==> src/rtl/scf_pkg.sv <==
package scf_pkg;

    typedef enum logic [1:0] {
        OP_NONE      = 2'd0,
        OP_CMD_WR    = 2'd1,
        OP_RD_STATUS = 2'd2,
        OP_RD_RESULT = 2'd3
    } op_kind_e;

    typedef struct packed {
        op_kind_e kind;
        logic     last;
    } bus_op_t;

    function automatic int max2(input int a, input int b);
        return (a > b) ? a : b;
    endfunction

endpackage

==> src/rtl/scf_decode.sv <==
module scf_decode
    import scf_pkg::*;
#(
    parameter int SLOT_W = 2,
    parameter int IDX_W  = 2,
    localparam int ADDR_W = IDX_W + SLOT_W + 2
) (
    input  logic              en,
    input  logic              we,
    input  logic [ADDR_W-1:0] addr,
    output bus_op_t           op,
    output logic [SLOT_W-1:0] slot,
    output logic [IDX_W-1:0]  idx
);
    logic space_res;

    always_comb begin
        space_res = addr[ADDR_W-1];
        slot      = addr[IDX_W +: SLOT_W];
        idx       = addr[IDX_W-1:0];
        op.last   = addr[ADDR_W-2];
        op.kind   = OP_NONE;
        if (en) begin
            if (we) op.kind = space_res ? OP_NONE : OP_CMD_WR;
            else    op.kind = space_res ? OP_RD_RESULT : OP_RD_STATUS;
        end
    end
endmodule

==> src/rtl/scf_slot.sv <==
module scf_slot #(
    parameter int BEATS     = 4,
    parameter int RES_WORDS = 2,
    parameter int DATA_W    = 32,
    parameter int IDX_W     = 2
) (
    input  logic                        clk,
    input  logic                        rst,
    input  logic                        wr_hit,
    input  logic [IDX_W-1:0]            wr_idx,
    input  logic                        wr_last,
    input  logic [DATA_W-1:0]           wr_data,
    input  logic                        res_hit,
    input  logic [RES_WORDS*DATA_W-1:0] res_data,
    output logic                        busy,
    output logic                        done,
    output logic [BEATS*DATA_W-1:0]     beats_flat,
    output logic [RES_WORDS*DATA_W-1:0] res_flat,
    output logic                        launch,
    output logic                        drop
);
    logic accept;
    logic take_res;

    assign accept   = wr_hit && !busy;
    assign launch   = accept && wr_last;
    assign drop     = wr_hit && busy;
    assign take_res = res_hit && busy;

    always_ff @(posedge clk) begin
        if (rst) begin
            busy <= 1'b0;
            done <= 1'b0;
        end else begin
            if (launch)        busy <= 1'b1;
            else if (take_res) busy <= 1'b0;
            if (accept)        done <= 1'b0;
            else if (take_res) done <= 1'b1;
        end
    end

    for (genvar g = 0; g < BEATS; g++) begin : g_beat
        always_ff @(posedge clk) begin
            if (rst)
                beats_flat[g*DATA_W +: DATA_W] <= '0;
            else if (accept && int'(wr_idx) == g)
                beats_flat[g*DATA_W +: DATA_W] <= wr_data;
        end
    end

    always_ff @(posedge clk) begin
        if (rst)           res_flat <= '0;
        else if (take_res) res_flat <= res_data;
    end

    AST_DROP_KEEPS_BEATS: assert property (@(posedge clk) disable iff (rst)
        drop |=> $stable(beats_flat));
    AST_DONE_EXCLUDES_BUSY: assert property (@(posedge clk) disable iff (rst)
        !(busy && done));
    AST_RESULT_COMPLETES: assert property (@(posedge clk) disable iff (rst)
        take_res |=> (done && !busy));
    AST_IDLE_RESULT_IGNORED: assert property (@(posedge clk) disable iff (rst)
        (res_hit && !busy) |=> $stable(res_flat));
endmodule

==> src/rtl/scf_rdmux.sv <==
module scf_rdmux
    import scf_pkg::*;
#(
    parameter int SLOTS     = 4,
    parameter int RES_WORDS = 2,
    parameter int DATA_W    = 32,
    parameter int SLOT_W    = 2,
    parameter int IDX_W     = 2
) (
    input  op_kind_e                          kind,
    input  logic [SLOT_W-1:0]                 slot,
    input  logic [IDX_W-1:0]                  idx,
    input  logic [SLOTS-1:0]                  done_vec,
    input  logic [SLOTS-1:0]                  busy_vec,
    input  logic                              err,
    input  logic [SLOTS*RES_WORDS*DATA_W-1:0] res_all,
    output logic [DATA_W-1:0]                 word
);
    always_comb begin
        word = '0;
        if (kind == OP_RD_STATUS) begin
            word[SLOTS-1:0]       = done_vec;
            word[2*SLOTS-1:SLOTS] = busy_vec;
            word[DATA_W-1]        = err;
        end else if (kind == OP_RD_RESULT && int'(idx) < RES_WORDS) begin
            word = res_all[(int'(slot)*RES_WORDS + int'(idx))*DATA_W +: DATA_W];
        end
    end
endmodule

==> src/rtl/scf_front.sv <==
module scf_front
    import scf_pkg::*;
#(
    parameter int SLOTS     = 4,
    parameter int BEATS     = 4,
    parameter int RES_WORDS = 2,
    parameter int DATA_W    = 32,
    localparam int SLOT_W   = $clog2(SLOTS),
    localparam int IDX_W    = $clog2(max2(BEATS, RES_WORDS)),
    localparam int ADDR_W   = IDX_W + SLOT_W + 2,
    localparam int LEN_W    = $clog2(BEATS + 1)
) (
    input  logic                        clk,
    input  logic                        rst,
    input  logic                        bus_en,
    input  logic                        bus_we,
    input  logic [ADDR_W-1:0]           bus_addr,
    input  logic [DATA_W-1:0]           bus_wdata,
    output logic [DATA_W-1:0]           bus_rdata,
    output logic                        bus_rvalid,
    output logic                        disp_valid,
    output logic [SLOT_W-1:0]           disp_slot,
    output logic [LEN_W-1:0]            disp_len,
    output logic [BEATS*DATA_W-1:0]     disp_data,
    input  logic                        res_valid,
    input  logic [SLOT_W-1:0]           res_slot,
    input  logic [RES_WORDS*DATA_W-1:0] res_data
);
    bus_op_t           dec_op;
    logic [SLOT_W-1:0] dec_slot;
    logic [IDX_W-1:0]  dec_idx;

    logic [SLOTS-1:0]                  busy_vec;
    logic [SLOTS-1:0]                  done_vec;
    logic [SLOTS-1:0]                  launch_vec;
    logic [SLOTS-1:0]                  drop_vec;
    logic [SLOTS*BEATS*DATA_W-1:0]     beats_all;
    logic [SLOTS*RES_WORDS*DATA_W-1:0] res_all;
    logic [DATA_W-1:0]                 rd_word;
    logic                              err;

    scf_decode #(.SLOT_W(SLOT_W), .IDX_W(IDX_W)) u_dec (
        .en   (bus_en),
        .we   (bus_we),
        .addr (bus_addr),
        .op   (dec_op),
        .slot (dec_slot),
        .idx  (dec_idx)
    );

    for (genvar s = 0; s < SLOTS; s++) begin : g_slot
        logic wr_hit;
        logic res_hit;
        assign wr_hit  = (dec_op.kind == OP_CMD_WR) && (int'(dec_slot) == s);
        assign res_hit = res_valid && (int'(res_slot) == s);

        scf_slot #(
            .BEATS(BEATS), .RES_WORDS(RES_WORDS), .DATA_W(DATA_W), .IDX_W(IDX_W)
        ) u_slot (
            .clk        (clk),
            .rst        (rst),
            .wr_hit     (wr_hit),
            .wr_idx     (dec_idx),
            .wr_last    (dec_op.last),
            .wr_data    (bus_wdata),
            .res_hit    (res_hit),
            .res_data   (res_data),
            .busy       (busy_vec[s]),
            .done       (done_vec[s]),
            .beats_flat (beats_all[s*BEATS*DATA_W +: BEATS*DATA_W]),
            .res_flat   (res_all[s*RES_WORDS*DATA_W +: RES_WORDS*DATA_W]),
            .launch     (launch_vec[s]),
            .drop       (drop_vec[s])
        );
    end

    scf_rdmux #(
        .SLOTS(SLOTS), .RES_WORDS(RES_WORDS), .DATA_W(DATA_W),
        .SLOT_W(SLOT_W), .IDX_W(IDX_W)
    ) u_rd (
        .kind     (dec_op.kind),
        .slot     (dec_slot),
        .idx      (dec_idx),
        .done_vec (done_vec),
        .busy_vec (busy_vec),
        .err      (err),
        .res_all  (res_all),
        .word     (rd_word)
    );

    always_ff @(posedge clk) begin
        if (rst) begin
            err        <= 1'b0;
            disp_valid <= 1'b0;
            disp_slot  <= '0;
            disp_len   <= '0;
            bus_rvalid <= 1'b0;
            bus_rdata  <= '0;
        end else begin
            if (|drop_vec) err <= 1'b1;
            disp_valid <= |launch_vec;
            if (|launch_vec) begin
                disp_slot <= dec_slot;
                disp_len  <= LEN_W'(int'(dec_idx) + 1);
            end
            bus_rvalid <= bus_en && !bus_we;
            bus_rdata  <= rd_word;
        end
    end

    assign disp_data = beats_all[int'(disp_slot)*BEATS*DATA_W +: BEATS*DATA_W];

    AST_ERR_STICKY: assert property (@(posedge clk) disable iff (rst)
        err |=> err);
    AST_DISP_SLOT_BUSY: assert property (@(posedge clk) disable iff (rst)
        disp_valid |-> busy_vec[disp_slot]);
    AST_READ_LATENCY: assert property (@(posedge clk) disable iff (rst)
        (bus_en && !bus_we) |=> bus_rvalid);
    AST_SINGLE_LAUNCH: assert property (@(posedge clk) disable iff (rst)
        $countones(launch_vec) <= 1);
    AST_DROP_NO_LAUNCH: assert property (@(posedge clk) disable iff (rst)
        (|drop_vec) |=> !disp_valid);
endmodule

==> config.mk <==
export PLATFORM = sky130hd
export DESIGN_NAME = scf_front
export DESIGN_NICKNAME = d
export VERILOG_FILES = /design/src/rtl/scf_pkg.sv /design/src/rtl/scf_decode.sv /design/src/rtl/scf_slot.sv /design/src/rtl/scf_rdmux.sv /design/src/rtl/scf_front.sv
export SDC_FILE = /design/constraint.sdc
export NUM_CORES = 2
export LEC_CHECK = 0
export BUFFER_PORTS_ARGS = -buffer_cell sky130_fd_sc_hd__buf_2
export CAP_MARGIN = 0
export CORE_ASPECT_RATIO = 1.5
export CORE_MARGIN = 2
export CORE_UTILIZATION = 45
export DETAILED_ROUTE_END_ITERATION = 8
export SLEW_MARGIN = 20
export SYNTH_ARGS = -nofsm -noshare
export SYNTH_HDL_FRONTEND = slang
export SYNTH_SLANG_ARGS = --single-unit
==> constraint.sdc <==
create_clock -name clk -period 2.3 [get_ports clk]
set_clock_uncertainty 0.15 [all_clocks]
set_input_delay 0.23 -clock clk [delete_from_list [all_inputs] [get_ports clk]]
set_output_delay 0.23 -clock clk [all_outputs]
set_load 0.05 [all_outputs]
After elaboration in Yosys (flattened, before gate mapping)
Cells that the tools add are included.
{"block": "op_classes", "n_mux": 15, "bitwise": 1, "magnitude_cmp": 1, "addsub": 2, "reduce_logical": 61, "shift": 2, "n_eq_ne": 12}
{"op": "512-bit by 10-bit variable part select with 128-bit output", "count": 1}
{"op": "256-bit by 32-bit variable part select with 32-bit output", "count": 1}
{"op": "1-bit logical AND", "count": 42}
{"op": "32-bit 2-to-1 mux", "count": 1}
{"op": "2-bit == test, second input constant", "count": 8}
{"op": "1-bit 2-to-1 mux", "count": 11}
{"op": "2-bit by 1-bit == test with 1-bit output, second input constant", "count": 4}
{"op": "8-bit 2-to-1 mux", "count": 1}
{"op": "2-bit nonzero test", "count": 4}
{"op": "2-bit OR reduction", "count": 4}
{"op": "4-bit OR reduction", "count": 2}
{"op": "2-bit logical NOT", "count": 3}
{"op": "1-bit logical NOT", "count": 5}
{"op": "3-bit by 2-bit adder with 4-bit output", "count": 1}
{"op": "2-bit 2-to-1 mux", "count": 2}
{"op": "2-bit by 1-bit adder with 3-bit output, second input constant", "count": 1}
{"op": "3-bit OR reduction", "count": 1}
{"op": "2-bit < comparator, second input constant", "count": 1}
{"op": "1-bit NOT", "count": 1}
{"block": "totals", "out_inout_bits": 167, "register_bits": 816, "inputBits": 109, "word_cells": 129}

Depth between registers and ports, before layout
{"block": "depth", "word_depth": 8, "ltp_mapped": 8, "mapped_depth_nobuf": 5}

By module
Synthesis repeated with hierarchy kept, for this count alone.
{"block": "hier_totals", "cells_unflattened": 3877, "hier_area_um2": 33666.0}
{"mod": "scf_slot", "area_each_um2": 6761.5, "seq_area_each_um2": 3883.7, "cells_each": 855, "instances": 4}
{"mod": "scf_front", "area_each_um2": 4359.2, "seq_area_each_um2": 800.8, "cells_each": 263, "instances": 1}
{"mod": "scf_rdmux", "area_each_um2": 2199.6, "seq_area_each_um2": 0.0, "cells_each": 186, "instances": 1}
{"mod": "scf_decode", "area_each_um2": 61.3, "seq_area_each_um2": 0.0, "cells_each": 8, "instances": 1}

Worst setup path after synthesis
OpenSTA, ideal clock, no wires.
{"block": "synth_timing", "path_kind": "register to output", "startpoint": "reg disp_slot[0]", "endpoint": "out disp_data[119]", "arrival_time_ns": 1.941, "stages_incl_launch_ff": 4, "path_buffers": 2, "setup_slack_ns": -0.021, "required_time_ns": 1.920, "cell_sequence": "dfxtp_1 buf_4 buf_2 mux4_2"}
{"block": "synth_via", "elab_chain_len": 1}
{"element": "from (decl)", "line_no": "scf_front.sv:22", "rtl": "output logic [SLOT_W-1:0] disp_slot,"}
{"element": "from (signal assigned)", "line_no": "scf_front.sv:103", "rtl": "disp_slot <= dec_slot;"}
{"element": "512-bit by 10-bit variable part select with 128-bit output", "line_no": "scf_front.sv:111", "rtl": "assign disp_data = beats_all[int'(disp_slot)*BEATS*DATA_W +: BEATS*DATA_W];"}
{"element": "to (decl)", "line_no": "scf_front.sv:24", "rtl": "output logic [BEATS*DATA_W-1:0] disp_data,"}
Every way passes these cells.

Worst setup path in the final report
{"block": "layout_timing", "startpoint": "reg disp_slot[0]", "endpoint": "out disp_data[95]"}
Same word-level chain as after synthesis.

==> results.json <==
{
  "hpwl_mm": 58.5,
  "clockRootBuffer": "clkbuf_16",
  "grt_first_pass_wirelength_mm": 152,
  "cts_max_level": 3,
  "cts.path.max_buffers": 3,
  "cts_tree": "done",
  "ir_drop_mv": 0.577,
  "rsz0062_at_grt": "yes",
  "cp.arrival_ps": 2170,
  "max_freq_mhz": 393,
  "layout-drive-gt1-share_pct": 20.8,
  "slowest_stage": "mux4_2",
  "pin_count": 276,
  "clock-sinks": 816,
  "synth_flop_cell": "dfxtp_1",
  "cpMostUsedCell": "buf_12",
  "yosysWarnings": 0,
  "syn_area_mm2": 0.0353,
  "power.density_mw_per_mm2": 697,
  "grt.total_usage_pct": 24.2,
  "final_area_mm2": 0.0427,
  "initial_core_util_pct": 45.5,
  "total_power_mw": 29.8,
  "drv_slew": 0,
  "core_mm2": 0.0776,
  "antenna_found_initial": 2,
  "numPortBuffers": 275,
  "syn-mean-instance-area_um2": 10.6,
  "status": "finished, violations left",
  "syn2layout_area_growth_pct": 21.0,
  "start_kind": "flop",
  "fp.dieH_um": 347,
  "worstPathMaxFanout": 4,
  "crit_path_end_kind": "output port",
  "yosysUniqueCellTypes": 47,
  "violations": "setup timing",
  "path_clk_slew_ps": 60,
  "grt_max_degree": 133,
  "die_area_mm2": 0.0807,
  "reg2reg_setup_slack_ps": 180,
  "cap_viol_max_count": 0,
  "holdWs_ps": 54.9,
  "hold_viol_final": 0,
  "place_ws_ps": 175,
  "gp_congestion": 0.780,
  "slowest_delay_ps": 540,
  "timing.final.crit_share_pct": 111,
  "via_count": 25021,
  "clk_latency_ps": 620,
  "wl_per_cell_um": 20.8,
  "placed_cell_area_mm2": 0.0377,
  "period_needed_ps": 2550,
  "synth-seq-cells": 816,
  "grt_overflow": 0,
  "die_x_um": 233,
  "syn_inst": 3336,
  "crit_type": "flop to output port",
  "viasPerCell": 5.35,
  "setup_slack_ps": -245,
  "postRouteAntennaNets": 0,
  "power.leakage_nw": 18.3,
  "syn_nets": 3451,
  "synth_edf_count": 0,
  "grt_pass1_vias": 26622,
  "path_cells": "buf_12 -> buf_12 -> buf_16 -> mux4_2 -> buf_12",
  "required_ps": 1920,
  "hold_class": "input pin to flop",
  "relSlewSlack_pct": 27.3,
  "firstDrtPassIters": 5,
  "synthArstFlopShare_pct": 0,
  "drt_iter0_drc": 1531,
  "rows": 125,
  "drc": 0,
  "yosysSeqAreaShare_pct": 46.3,
  "fillers": 6740,
  "cts_made_buffers": 81,
  "worst_slew_pin_slew_ps": 1090,
  "setup_violations": 128,
  "finalWirelength_mm": 97.3,
  "nets": 3707
}
routing by layer:
layer | GRT usage, % | wire length (um) | up-vias
met5 | 0 | 13 | -
met4 | 8.33 | 2750 | 2
met3 | 4.92 | 5500 | 157
met2 | 43.1 | 49800 | 613
met1 | 28.6 | 39200 | 12395
li1 | - | - | 11854
state kept, by name, indices dropped and copies added (netlist names):
| signal | cells |
|---|---|
| disp_valid | 1 |
| err | 1 |
| g_slot.u_slot.res_flat | 256 |
| bus_rvalid | 1 |
| g_slot.u_slot.beats_flat | 512 |
| disp_len | 3 |
| g_slot.u_slot.done | 4 |
| bus_rdata | 32 |
| disp_slot | 2 |
| g_slot.u_slot.busy | 4 |
cell families after synthesis:
family / count (synthesis) / synth area share (%)
mux: 740 / 27.6
simple gates: 1158 / 17.0
flops: 816 / 46.3
fa+ha+maj: 6 / 0.213
buf+inv: 325 / 4.57
compound gates: 291 / 4.32
cells in the mapped netlist, types with 11 or more instances:
library cell,instances,area [um^2]
a21oi_1,261,1310
clkbuf_1,166,623
mux2i_1,539,5400
buf_6,30,338
nand2_1,523,1960
buf_2,103,515
buf_1,12,45.0
mux2_2,16,180
dfxtp_1,816,16300
nor2_1,33,124
nor2b_1,11,68.8
nand2b_1,553,3460
mux4_2,180,4050
power breakdown:
group	switching (mW)	internal [mW]	total, mW
Clock	5.68	8.26	13.9
Sequential	0.0303	14.2	14.2
Combinational	0.901	0.726	1.63
Total	6.61	23.2	29.8
per-stage QoR:
stage,TNS (ps),utilization [%],cells
5_1_grt,-30960,55.1,4674
2_1_floorplan,0,-,3336
6_report,-21900,55.1,4674
3_3_place_gp,0,48.6,4408
3_5_place_dp,0,48.6,4408
4_1_cts,-30770,55.0,4673
path summary, 6_finish.rpt:
check	start	end	cells after the start
max	disp_slot[0]$_SDFFE_PP0P_	disp_data[95]	5
min	bus_addr[1]	disp_len[1]$_SDFFE_PP0P_	5
min reg2reg	g_slot[0].u_slot.res_flat[34]$_SDFFE_PP0P_	g_slot[0].u_slot.res_flat[34]$_SDFFE_PP0P_	2
max reg2reg	g_slot[1].u_slot.busy$_SDFFE_PP0P_	g_slot[1].u_slot.res_flat[49]$_SDFFE_PP0P_	5
placed cells by master, fill, tap and decap left out, types with 3 or more instances in the layout:
cell,count
nand3_1,3
clkinv_2,15
mux4_2,180
nor2b_1,11
inv_1,3
clkbuf_1,10
dfxtp_1,814
o22ai_1,8
mux4_1,4
buf_4,83
mux2_2,16
nand3_4,6
bufinv_16,5
dlygate4sd3_1,100
a211oi_1,3
clkbuf_16,88
a21oi_1,261
mux2i_1,539
nand2b_1,553
buf_6,103
nand3_2,9
ha_1,4
o31ai_1,10
buf_2,145
buf_8,9
buf_12,41
clkbuf_8,25
nand2_1,523
buf_16,13
nor2_1,33
worst max-delay path: cells and delay by family, from the launching register on:
| family | cells | cell delay (ps) |
|---|---|---|
| buffers and inverters | 4 | 610 |
| flip-flops | 1 | 380 |
| multiplexers | 1 | 540 |
area by class of cell:
class	instances	area, um^2	share of cell area, %
antenna	1	2.50	0.00586
clock buffer	122	2560	5.99
clock inverter	26	283	0.662
inverter	3	11.3	0.0264
multi-input combinational	2195	17400	40.7
sequential	816	16300	38.3
tap	1016	1270	2.98
timing repair buffer	495	4850	11.4
repair_timing:
item / CTS / global route
gates cloned: 9 / 1
buffers inserted: 8 / 0
setup endpoints to repair: 128 / 129
hold buffers: 100 / 0
resized for setup: 259 / 8
endpoints found under the hold margin: 629 / 0
Note: power is estimated with default switching activity, not from simulation.
